--- src/rtl/wdog_pkg.sv ---
package wdog_pkg;

    localparam int unsigned KEY_W = 8;
    localparam logic [KEY_W-1:0] KEY_FIRST  = 8'h1E;
    localparam logic [KEY_W-1:0] KEY_SECOND = 8'hE1;

    typedef enum logic {
        SEQ_IDLE  = 1'b0,
        SEQ_GOT_1 = 1'b1
    } seq_state_e;

endpackage

--- src/rtl/wdog_seq_detect.sv ---
module wdog_seq_detect
    import wdog_pkg::*;
(
    input  logic             clk,
    input  logic             rst_n,
    input  logic             wr_i,
    input  logic [KEY_W-1:0] data_i,
    output logic             done_o
);

    typedef struct packed {
        seq_state_e state;
    } seq_regs_t;

    seq_regs_t r_q, r_d;

    always_comb begin
        r_d    = r_q;
        done_o = 1'b0;
        if (wr_i) begin
            if (data_i == KEY_FIRST) begin
                r_d.state = SEQ_GOT_1;
            end else if (r_q.state == SEQ_GOT_1 && data_i == KEY_SECOND) begin
                r_d.state = SEQ_IDLE;
                done_o    = 1'b1;
            end else begin
                r_d.state = SEQ_IDLE;
            end
        end
    end

    always_ff @(posedge clk or negedge rst_n) begin
        if (!rst_n) begin
            r_q.state <= SEQ_IDLE;
        end else begin
            r_q <= r_d;
        end
    end

    // a completed sequence always leaves the detector waiting for a new first key
    assert_done_resets_seq_R2: assert property (@(posedge clk) disable iff (!rst_n)
        done_o |=> (r_q.state == SEQ_IDLE));

    // a strobed byte other than the first key never leaves the detector primed
    assert_stray_clears_R3: assert property (@(posedge clk) disable iff (!rst_n)
        (wr_i && data_i != KEY_FIRST) |=> (r_q.state == SEQ_IDLE));

    // without a strobe the detector state is held
    assert_no_strobe_hold_R3: assert property (@(posedge clk) disable iff (!rst_n)
        !wr_i |=> $stable(r_q.state));

endmodule

--- src/rtl/wdog_counter.sv ---
module wdog_counter #(
    parameter int unsigned CNT_W = 14
) (
    input  logic clk,
    input  logic rst_n,
    input  logic service_i,
    input  logic tick_i,
    input  logic idle_i,
    input  logic pdown_i,
    input  logic idle_freeze_i,
    output logic armed_o,
    output logic ovf_o
);

    localparam logic [CNT_W-1:0] CNT_LAST = {{(CNT_W-1){1'b1}}, 1'b0};

    typedef struct packed {
        logic             armed;
        logic [CNT_W-1:0] cnt;
    } cnt_regs_t;

    cnt_regs_t r_q, r_d;
    logic      frozen;
    logic      step;

    always_comb begin
        frozen = pdown_i || (idle_i && idle_freeze_i);
        step   = r_q.armed && tick_i && !frozen;
        r_d    = r_q;
        ovf_o  = 1'b0;
        if (service_i) begin
            r_d.armed = 1'b1;
            r_d.cnt   = '0;
        end else if (step) begin
            if (r_q.cnt == CNT_LAST) begin
                ovf_o     = 1'b1;
                r_d.armed = 1'b0;
                r_d.cnt   = '0;
            end else begin
                r_d.cnt = r_q.cnt + 1'b1;
            end
        end
    end

    always_ff @(posedge clk or negedge rst_n) begin
        if (!rst_n) begin
            r_q.armed <= 1'b0;
            r_q.cnt   <= '0;
        end else begin
            r_q <= r_d;
        end
    end

    assign armed_o = r_q.armed;

    // armed stays set unless an overflow occurs
    assert_armed_sticky_R4: assert property (@(posedge clk) disable iff (!rst_n)
        (r_q.armed && !ovf_o) |=> r_q.armed);

    // while disarmed and not being armed, the count stays at zero
    assert_idle_count_zero_R5: assert property (@(posedge clk) disable iff (!rst_n)
        (!r_q.armed && !service_i) |=> (r_q.cnt == '0));

    // power-down holds the count
    assert_pdown_hold_R9: assert property (@(posedge clk) disable iff (!rst_n)
        (pdown_i && !service_i) |=> $stable(r_q.cnt));

    // idle with freeze set holds the count
    assert_idle_hold_R10: assert property (@(posedge clk) disable iff (!rst_n)
        (idle_i && idle_freeze_i && !service_i) |=> $stable(r_q.cnt));

    // a service in the same clock never yields an overflow
    assert_service_wins_R11: assert property (@(posedge clk) disable iff (!rst_n)
        service_i |-> !ovf_o);

endmodule

--- src/rtl/wdog_pulse.sv ---
module wdog_pulse #(
    parameter int unsigned PULSE_LEN = 98
) (
    input  logic clk,
    input  logic rst_n,
    input  logic ovf_i,
    input  logic dis_i,
    output logic rst_o
);

    localparam int unsigned PW = $clog2(PULSE_LEN + 1);
    localparam logic [PW-1:0] PULSE_INIT = PW'(PULSE_LEN);

    typedef struct packed {
        logic [PW-1:0] left;
    } pulse_regs_t;

    pulse_regs_t r_q, r_d;

    always_comb begin
        r_d = r_q;
        if (ovf_i && !dis_i) begin
            r_d.left = PULSE_INIT;
        end else if (r_q.left != '0) begin
            r_d.left = r_q.left - 1'b1;
        end
    end

    always_ff @(posedge clk or negedge rst_n) begin
        if (!rst_n) begin
            r_q.left <= '0;
        end else begin
            r_q <= r_d;
        end
    end

    assign rst_o = (r_q.left != '0);

    // an enabled overflow raises the request at the next edge
    assert_pulse_starts_R7: assert property (@(posedge clk) disable iff (!rst_n)
        (ovf_i && !dis_i) |=> rst_o);

    // a disabled overflow on a quiet output keeps it quiet
    assert_dis_blocks_R8: assert property (@(posedge clk) disable iff (!rst_n)
        (ovf_i && dis_i && !rst_o) |=> !rst_o);

    // the request only rises after an overflow
    assert_rise_needs_ovf_R7: assert property (@(posedge clk) disable iff (!rst_n)
        (!rst_o && !ovf_i) |=> !rst_o);

endmodule

--- src/rtl/wdog_guard.sv ---
module wdog_guard #(
    parameter int unsigned CNT_W     = 14,
    parameter int unsigned PULSE_LEN = 98
) (
    input  logic       clk,
    input  logic       rst_n,
    input  logic       svc_wr,
    input  logic [7:0] svc_data,
    input  logic       mc_tick,
    input  logic       idle_mode,
    input  logic       pdown_mode,
    input  logic       idle_freeze,
    input  logic       rstout_dis,
    output logic       wd_reset,
    output logic       wd_armed
);

    logic seq_done;
    logic ovf;

    wdog_seq_detect u_seq (
        .clk    (clk),
        .rst_n  (rst_n),
        .wr_i   (svc_wr),
        .data_i (svc_data),
        .done_o (seq_done)
    );

    wdog_counter #(.CNT_W(CNT_W)) u_cnt (
        .clk           (clk),
        .rst_n         (rst_n),
        .service_i     (seq_done),
        .tick_i        (mc_tick),
        .idle_i        (idle_mode),
        .pdown_i       (pdown_mode),
        .idle_freeze_i (idle_freeze),
        .armed_o       (wd_armed),
        .ovf_o         (ovf)
    );

    wdog_pulse #(.PULSE_LEN(PULSE_LEN)) u_pulse (
        .clk   (clk),
        .rst_n (rst_n),
        .ovf_i (ovf),
        .dis_i (rstout_dis),
        .rst_o (wd_reset)
    );

    // an overflow disarms the block at the same edge that starts the pulse
    assert_ovf_disarms_R7: assert property (@(posedge clk) disable iff (!rst_n)
        (ovf && !seq_done) |=> !wd_armed);

    // a disarmed block never produces an overflow
    assert_no_ovf_disarmed_R1: assert property (@(posedge clk) disable iff (!rst_n)
        !wd_armed |-> !ovf);

endmodule

--- config.mk ---
export PLATFORM = sky130hd
export DESIGN_NAME = wdog_guard
export DESIGN_NICKNAME = d
export VERILOG_FILES = /design/src/rtl/wdog_pkg.sv /design/src/rtl/wdog_seq_detect.sv /design/src/rtl/wdog_counter.sv /design/src/rtl/wdog_pulse.sv /design/src/rtl/wdog_guard.sv
export SDC_FILE = /design/constraint.sdc
export NUM_CORES = 1
export LEC_CHECK = 0
export CAP_MARGIN = 20
export CORE_UTILIZATION = 30
export DETAILED_ROUTE_END_ITERATION = 10
export PLACE_DENSITY = 0.47
export SLEW_MARGIN = 20
export SYNTH_ARGS = -nofsm -noshare
export SYNTH_HDL_FRONTEND = slang
export SYNTH_HIERARCHICAL = 1
export SYNTH_SLANG_ARGS = --single-unit
--- constraint.sdc ---
create_clock -name clk -period 2.8 [get_ports clk]
set_input_delay 0.28 -clock clk [delete_from_list [all_inputs] [get_ports clk]]
set_output_delay 0.28 -clock clk [all_outputs]
set_load 0.01 [all_outputs]
# Word level (Yosys, flattened, before mapping)
# Cells that the tools add are included.
# totals
n_memories	0
rom_bits	0
out_inout_bits	2
latchBits	0
ramBits	0
regBits	23
in_bits	16
# op_classes
n_mul	0
add_sub_neg	2
div	0
eq_ne	3
shift	0
reduce_logical	13
bitwise	0
n_lt_le_gt_ge	0
mux	13
# op_table
operator	n
$mux 15	2
$add 14x1->14 const B	1
$eq 14x14->1 const B	1
$mux 14	1
$mux 7	2
$eq 8x5->1 const B	1
$eq 8x8->1 const B	1
$mux 1	8
$reduce_bool 7->1	1
$sub 7x1->7 const B	1
$reduce_bool 2->1	3
$logic_and 1x1->1	5
$logic_not 1->1	2
$reduce_and 2->1	1
$logic_or 1x1->1	1

# Longest topological paths before layout
# Gate-level depths: netlist of the first run.
# logic_depth
word_depth	8
mapped_depth	9
mapped_depth_nobuf	8

# Modules after synthesis
# Netlist of the first run, hierarchy kept.
# modules_own_cells
module	area_each_um2	cells_each	instances
wdog_counter	934.6	103	1
wdog_pulse	376.6	38	1
wdog_seq_detect	98.8	8	1

# Worst setup path after synthesis of the first run
# Ideal clock, no wire load.
# synth_path
path_type	flip-flop to flip-flop
startpoint	reg u_cnt/r_q[5] (netlist name)
endpoint	reg u_pulse/r_q[3] (netlist name)
synth_period_minus_slack_ns	1.729
stages_incl_launch_ff	10
slack_ns	1.071
arrival_time_ns	1.653
cell_sequence	dfrtp_1 -> buf_6 -> and4_4 -> buf_6 -> and2_1 -> nand4_1 -> nor2_1 -> nor2b_1 -> or3_1 -> o21ai_1
# synth_via
elab_chain_len	6
# synth_rtl
item	line	rtl
start: declaration	wdog_counter.sv:22	cnt_regs_t r_q, r_d;
start signal: assignment	wdog_counter.sv:50	r_q <= r_d;
$eq 14x14->1 *	wdog_counter.sv:35	if (r_q.cnt == CNT_LAST) begin
$mux 1 *	wdog_counter.sv:35	
$mux 1 *	wdog_counter.sv:34	end else if (step) begin
$mux 1 *	wdog_counter.sv:31	if (service_i) begin
via ovf	wdog_guard.sv:19	logic ovf;
$logic_and 1x1->1 *	wdog_pulse.sv:22	if (ovf_i && !dis_i) begin
$mux 7 or $reduce_bool 2->1 (tied branches)	-	
end signal: assignment	wdog_pulse.sv:33	r_q <= r_d;
end: declaration	wdog_pulse.sv:18	pulse_regs_t r_q, r_d;
# The timed path passes the listed nets; every way through them passes the cells marked *.
# A chain may end at the register's enable or synchronous reset.

# Worst setup path in the final report of the first run
# layout_path
startpoint	reg u_pulse/r_q[0] (netlist name)
endpoint	out wd_reset
# layout_via
elab_chain_len	1
# layout_rtl
item	line	rtl
$reduce_bool 7->1	wdog_pulse.sv:37	assign rst_o = (r_q.left != '0);
end: declaration	wdog_guard.sv:14	output logic wd_reset,
# No other way between the ends.

==> out/results.tsv, run 1 <==
stage	metric	value	unit
worst_setup_path	r2r_setup_slack	830	ps
clocking	clkTransAtPathRegs	80	ps
pwr	peakVddDrop	127	µV
grt	grt_usage	12.8	%
worst_setup_path	critPathSlowestCell	clkdlybuf4s50_1	
timing	setup_violations	0	
worst_setup_path	crit_fanout	5	
timing	maxSlewViolCount	0	
timing	finalHoldViolCount	0	
synthesis	synth_area_per_cell	9.46	µm²
timing	post-route-period-util	85.6	%
final_layout	final_nets	187	
worst_setup_path	worst-endpoint-required	2520	ps
pwr	p_int	0.000456	W
synthesis	async_reset_ff_share	100	%
final_layout	postLayoutCoreUtil	37.4	%
synthesis	synthAdderAreaFrac	2.66	%
timing	fmax	417	MHz
placement	io_buffers	17	
flow_run	drv_cap	0	
synthesis	synth_xor_area_share	0.621	%
grt	grt_max_degree	24	
clocking	cts_tree	built	
timing	fin_setup_tns	0	ps
synthesis	synth_fp_nets	168	
grt	grt_pass1_wl	5110	µm
timing	min_period	2400	ps
synthesis	synthSimpleGateAreaFrac	30.6	%
clocking	cts_sinks	23	
timing	slew_headroom	72.5	%
worst_setup_path	r2r_end	u_pulse/r_q[3]$_DFFE_PN0P_	
final_layout	diodes	0	
clocking	cts_buffer_depth	2	
outcome	violations	DRC	
grt	antenna_found_initial	0	
floorplan	start_util	31.7	%
final_layout	final_common_cell	dfrtp_1	
worst_setup_path	worstSetupEndpointType	output pin	
worst_setup_path	cp_cell_sequence	inv_1 -> ha_1 -> or3b_1 -> nor2_2 -> inv_1 -> clkdlybuf4s50_1	
timing	rsz0062_at_grt	false	
clocking	cts_buffers	3	
timing	setup_ws	402	ps
hold_path	min_path_type	in -> async	
floorplan	die_area	4980	µm²
final_layout	final_cell_mix	dfrtp_1, clkdlybuf4s50_1, a31oi_1	
worst_setup_path	worst_r2r_path_depth	7	
placement	gp_congestion	0.849	
final_layout	area_growth	17.9	%
pwr	power_density	347	nW/µm²
pwr	sw_frac_of_total	21.1	%
floorplan	die_x	70.6	µm
synthesis	ys_ff_latch	23	
synthesis	yosysSeqAreaShare	40.8	%
pwr	power_frac_clock	36.7	%
timing	finalClockSkew	4.15	ps
worst_setup_path	rr_startpoint	u_cnt/r_q[5]$_DFFE_PN0P_	
timing	worst_pin_slew	413	ps
pwr	p_switching	0.000122	W
placement	preCtsSetupSlack	604	ps
pwr	p_leak	0.698	nW
pwr	p_comb_share	5.8	%
floorplan	die-height	70.6	µm
grt	grt-ovfl-total	0	
pwr	p_seq_share	57.5	%
drt	drc	2	
drt	drt-total-wl	3100	µm
worst_setup_path	crit_type	reg -> out	
synthesis	synth_cells	149	
clocking	ctsRootBufferMaster	clkbuf_8	
floorplan	core_area	4440	µm²
clocking	htree_levels	1	
clocking	insertion_delay	270	ps
outcome	status	finished, violations left	
worst_setup_path	arrival	2120	ps
pwr	power	0.000578	W
synthesis	synth.mux.area_fraction	0	%
drt	vias_per_cell	5.57	
drt	dr.pass1.iters	7	
synthesis	yosys_warnings	6	
worst_setup_path	slowest_delay	480	ps
synthesis	synth-compound-area-share	19.6	%
worst_setup_path	startpoint_type	flip-flop	
final_layout	drive_gt1_share	7.78	%
drt	vias	1220	
worst_setup_path	crit_top_cell	inv_1	
synthesis	synth_edf_count	0	
clocking	cts_resized	0	
synthesis	synth_cell_types	46	
floorplan	num_io_pins	18	
drt	wire_per_inst	14.1	µm
drt	ant_nets	0	
clocking	cts_setup_buffers	0	
synthesis	synth_flop_cell	dfrtp_1	
synthesis	syn-cell-area	1410	µm²
synthesis	synth_top_family_by_area	simple AND/OR/NAND/NOR gates	
clocking	ctsHoldBuffers	0	
placement	dp_hpwl	2310	µm
grt	grt_pass1_vias	1146	
floorplan	rows	24	
drt	drtIter0Drc	47	
[worst max-delay path: cells and delay by family (launching register included)]
kind	cells	cell delay, ps
fa+ha+maj	1	220
buf+inv	3	640
simple gates	2	590
flops	1	410
[routing by layer]
layer  GRT usage [%]  share of wire, %
met1            17.0                50
met2            21.4                46
met3            2.28               3.4
met4            3.78              0.97
met5               0                 0
[synth_stat cells (all sizes together), types with 3 or more instances]
cell	instances	share of area, %
nor2	5	1.5
and2	3	1.3
ha	3	2.7
nand3	6	2.1
or3	4	2.5
and3	3	1.3
a21oi	4	1.4
a31oi	16	7.1
nand4	4	1.8
o21ai	5	1.8
nand2b	7	3.1
a41oi	3	2.4
and4bb	4	3.5
nor3	6	2.1
dfrtp	23	41
and4	4	2.7
inv	6	1.6
buf	6	3.8
nand2	14	3.9
[worst max-delay path by stage]
| stage | to | from | slack (ps) | cells after the start |
|---|---|---|---|---|
| global route | wd_reset | u_pulse/r_q[0]$_DFFE_PN0P_ | 290 | 6 |
| global placement | u_cnt/r_q[7]$_DFFE_PN0P_ | svc_data[4] | 670 | 7 |
| finish | wd_reset | u_pulse/r_q[0]$_DFFE_PN0P_ | 400 | 6 |
| detailed placement | u_cnt/r_q[7]$_DFFE_PN0P_ | svc_data[4] | 600 | 7 |
| floorplan | u_pulse/r_q[3]$_DFFE_PN0P_ | u_cnt/r_q[5]$_DFFE_PN0P_ | 1070 | 9 |
| CTS | wd_reset | u_pulse/r_q[0]$_DFFE_PN0P_ | 380 | 6 |
[cell families (layout without fill, tap and decap cells)]
group	after synthesis	after routing
AO/OA/AOI/OAI	40	40
XOR/XNOR	1	1
adder cells (fa/ha/maj)	3	3
buffers and inverters	13	31
flip-flops	23	23
AND/OR/NAND/NOR	69	69
[cell type report]
type	instances	area [µm²]
inverters	6	22.5
multi-input cells	113	754
flip-flops and latches	23	576
fillers	454	2780
well taps	52	65.1
clock buffers	4	45.0
repair buffers	21	200
[stage by stage]
| stage | cells | hold WS, ps | area [µm²] |
|---|---|---|---|
| global route | 219 | 391 | 1660 |
| global placement | 215 | 465 | 1620 |
| floorplan | 149 | -15.6 | 1410 |
| detailed placement | 215 | 463 | 1620 |
| finish | 219 | 360 | 1660 |
| CTS | 219 | 374 | 1660 |
[flip-flops by register name, summed over array words and instances (netlist names)]
name and count:
u_seq/r_q 1, u_pulse/r_q 7, u_cnt/r_q 14, u_cnt/armed_o 1
[power groups by stage]
stage,Combinational [W],Clock [W],Sequential (W)
6_report,0.0000335,0.000212,0.000332
5_1_grt,0.0000373,0.000232,0.000332
4_1_cts,0.0000347,0.000222,0.000332
3_5_place_dp,0.0000348,0,0.000339
3_3_place_gp,0.0000338,0,0.000339
2_1_floorplan,0.00000371,0,0.000339
(Power assumes the default switching activity.)
==> run 2, diff against run 1 <==
--- a/config.mk
+++ b/config.mk
@@ -8,7 +8,7 @@
 export CAP_MARGIN = 20
 export CORE_UTILIZATION = 30
 export DETAILED_ROUTE_END_ITERATION = 10
-export PLACE_DENSITY = 0.47
+export PLACE_DENSITY = 0.48
 export SLEW_MARGIN = 20
 export SYNTH_ARGS = -nofsm -noshare
 export SYNTH_HDL_FRONTEND = slang
==> constraint.sdc (replaced) <==
create_clock -name clk -period 1.9 [get_ports clk]
set_input_delay 0.19 -clock clk [delete_from_list [all_inputs] [get_ports clk]]
set_output_delay 0.19 -clock clk [all_outputs]
set_load 0.01 [all_outputs]
==> run 2 against run 1 <==
Net effect:
- the flow now finishes without violations
- non-clock buffer count rose by 17
- sequential share of layout area fell by 2.7 points
- highest routed layer unchanged
- clock power is 45% higher
- worst setup slack worse by 270 ps
- core utilization increased by 3.1 points
- first-iteration DRC count fell by 26%
- largest power group unchanged
- design area rose by 8.4%
- critical path depth is the same
- combinational power is 50% higher
- via count increased by 6.2%
==> out/results.tsv, run 2 (synthesis results as in run 1) <==
stage	metric	value	unit	change
outcome	status	complete, no violations		
pwr	p_leak	0.785	nW	+13%
clocking	cts_tree	built		
worst_setup_path	rr_startpoint	u_cnt/r_q[1]$_DFFE_PN0P_		
timing	slew_headroom	77.8	%	+5.3 points
floorplan	die_x	70.6	µm	unchanged
drt	vias	1296		+6.2%
pwr	power	0.000847	W	+47%
grt	grt-ovfl-total	0		unchanged
worst_setup_path	worstSetupStartpoint	u_pulse/r_q[0]$_DFFE_PN0P_		
worst_setup_path	slowest_delay	410	ps	-70 ps
pwr	p_switching	0.000178	W	+46%
clocking	htree_levels	1		unchanged
floorplan	die_area	4980	µm²	unchanged
worst_setup_path	arrival	1580	ps	-540 ps
worst_setup_path	crit_fanout	2		-3
timing	fin_setup_tns	0	ps	unchanged
timing	maxSlewViolCount	0		unchanged
pwr	p_seq_share	57.8	%	+0.3 points
final_layout	design_area	1800	µm²	+8.4%
timing	rsz0062_at_grt	false		
final_layout	final_cell_mix	dfrtp_1, buf_4, clkdlybuf4s50_1, a31oi_1, nand2_1		
worst_setup_path	critPathBufInv	3		unchanged
grt	busiest_layer	met2		
pwr	sw_frac_of_total	21.1	%	-0.043 points
final_layout	final_common_cell	dfrtp_1		
worst_setup_path	crit_family	simple AND/OR/NAND/NOR gates		
timing	worst_pin_slew	329	ps	-84.2 ps
final_layout	largest_reg_flops	14		unchanged
drt	dr.pass1.iters	4		-3
drt	wire_per_inst	14.1	µm	about the same
clocking	ctsRootBufferMaster	clkbuf_8		
final_layout	regMostFlops	u_cnt/r_q		
timing	setup_ws	128	ps	-274 ps
clocking	clkTransAtPathRegs	80	ps	about the same
timing	finalHoldViolCount	0		unchanged
grt	grt_max_degree	24		unchanged
timing	fmax	564	MHz	
drt	drt-total-wl	3340	µm	+7.8%
worst_setup_path	r2r_setup_slack	190	ps	-640 ps
floorplan	core_area	4440	µm²	unchanged
pwr	peakVddDrop	285	µV	+120%
placement	dp_hpwl	2520	µm	+8.8%
worst_setup_path	worst_r2r_path_depth	6		-1
worst_setup_path	worst-path-stages	6		unchanged
grt	antenna_found_initial	0		unchanged
floorplan	num_io_pins	18		unchanged
placement	preCtsSetupSlack	-92.6	ps	-697 ps
final_layout	top_regs	u_cnt/r_q: 14 flops, u_pulse/r_q: 7 flops		
final_layout	drive_gt1_share	19.0	%	+11 points
timing	post-route-period-util	93.2	%	
floorplan	start_util	31.7	%	unchanged
grt	grt_util_met3	3.56	%	+1.3 points
placement	gp_congestion	0.788		-7.1%
hold_path	min_path_type	in -> async		
worst_setup_path	startpoint_type	flip-flop		
placement	place_area	1740	µm²	+7.4%
grt	use_met2	26.2	%	+4.9 points
grt	grt_usage	14.4	%	+1.6 points
worst_setup_path	critPathSlowestCell	dfrtp_1		
timing	finalClockSkew	3.24	ps	-0.913 ps
pwr	p_comb_share	5.9	%	about the same
clocking	cts_buffers	3		unchanged
grt	gr-usage-met1	17.0	%	+0.061 points
worst_setup_path	worstSetupEndpointType	output pin		
floorplan	die-height	70.6	µm	unchanged
grt	grt_pass1_wl	5750	µm	+12%
pwr	power_frac_clock	36.3	%	-0.4 points
timing	fin_hold_ws	273	ps	-87.3 ps
timing	setup_violations	0		unchanged
final_layout	diodes	0		unchanged
drt	ant_nets	0		unchanged
timing	min_period	1770	ps	
final_layout	final_nets	204		+9.1%
floorplan	rows	24		unchanged
drt	drc	0		-2
pwr	power_density	470	nW/µm²	+35%
worst_setup_path	cp_cell_sequence	inv_2 -> ha_1 -> or3b_4 -> nor2_4 -> inv_1 -> clkbuf_2		
drt	drtIter0Drc	35		-26%
placement	io_buffers	17		unchanged
worst_setup_path	r2r_end	u_cnt/r_q[9]$_DFFE_PN0P_		
worst_setup_path	crit_type	reg -> out		
drt	vias_per_cell	5.49		-1.4%
grt	grt_pass1_vias	1320		+15%
worst_setup_path	worst-endpoint-required	1710	ps	-810 ps
worst_setup_path	crit_end	wd_reset		
clocking	cts_sinks	23		unchanged
pwr	p_int	0.000668	W	+47%
clocking	cts_buffer_depth	2		unchanged
flow_run	drv_cap	0		unchanged
clocking	insertion_delay	260	ps	about the same
final_layout	area_growth	27.8	%	
[run 2: how the worst min path moves through the flow]
stage / from / end / cells past startpoint
6_report: rst_n / u_cnt/r_q[7]$_DFFE_PN0P_ / 2
2_1_floorplan: rst_n / u_cnt/armed_o$_DFFE_PN0P_ / 0
3_3_place_gp: u_cnt/r_q[10]$_DFFE_PN0P_ / u_cnt/r_q[10]$_DFFE_PN0P_ / 1
5_1_grt: rst_n / u_cnt/r_q[7]$_DFFE_PN0P_ / 2
4_1_cts: rst_n / u_cnt/r_q[6]$_DFFE_PN0P_ / 2
3_5_place_dp: u_cnt/r_q[13]$_DFFE_PN0P_ / u_cnt/r_q[13]$_DFFE_PN0P_ / 1
[run 2: per-stage QoR]
| stage | utilization [%] | std cells |
|---|---|---|
| final | 40.5 | 236 |
| after global routing | 40.5 | 236 |
| after CTS | 40.5 | 236 |
| after detailed placement | 39.1 | 231 |
| after global placement | 39.1 | 231 |
| after floorplan | - | 149 |
[run 2: per-layer routing]
layer / up-vias / wire length, µm
met1: 625 / 1510
met5: - / 0
li1: 639 / -
met4: 0 / 17
met3: 2 / 114
met2: 30 / 1690
[run 2: layout make-up]
| class | count | area (µm²) |
|---|---|---|
| Tap cell | 52 | 65.1 |
| Clock inverter | 1 | 5.00 |
| Sequential cell | 23 | 576 |
| Clock buffer | 3 | 41.3 |
| Fill cell | 447 | 2640 |
| Multi-Input combinational cell | 113 | 769 |
| Timing Repair Buffer | 38 | 323 |
| Inverter | 6 | 22.5 |
[run 2: timing repair]
action	CTS	global route
setup endpoints to repair	1	7
hold buffers	0	0
gates cloned	0	0
buffers inserted	1	0
resized for setup	5	3
[run 2: power groups by stage]
stage                     sequential (W)  clock [W]  combinational, W
after floorplan                 0.000499          0        0.00000547
after global placement          0.000499          0         0.0000496
after detailed placement        0.000499          0         0.0000514
after CTS                       0.000489   0.000321         0.0000515
after global routing            0.000490   0.000345         0.0000566
final                           0.000489   0.000307         0.0000503
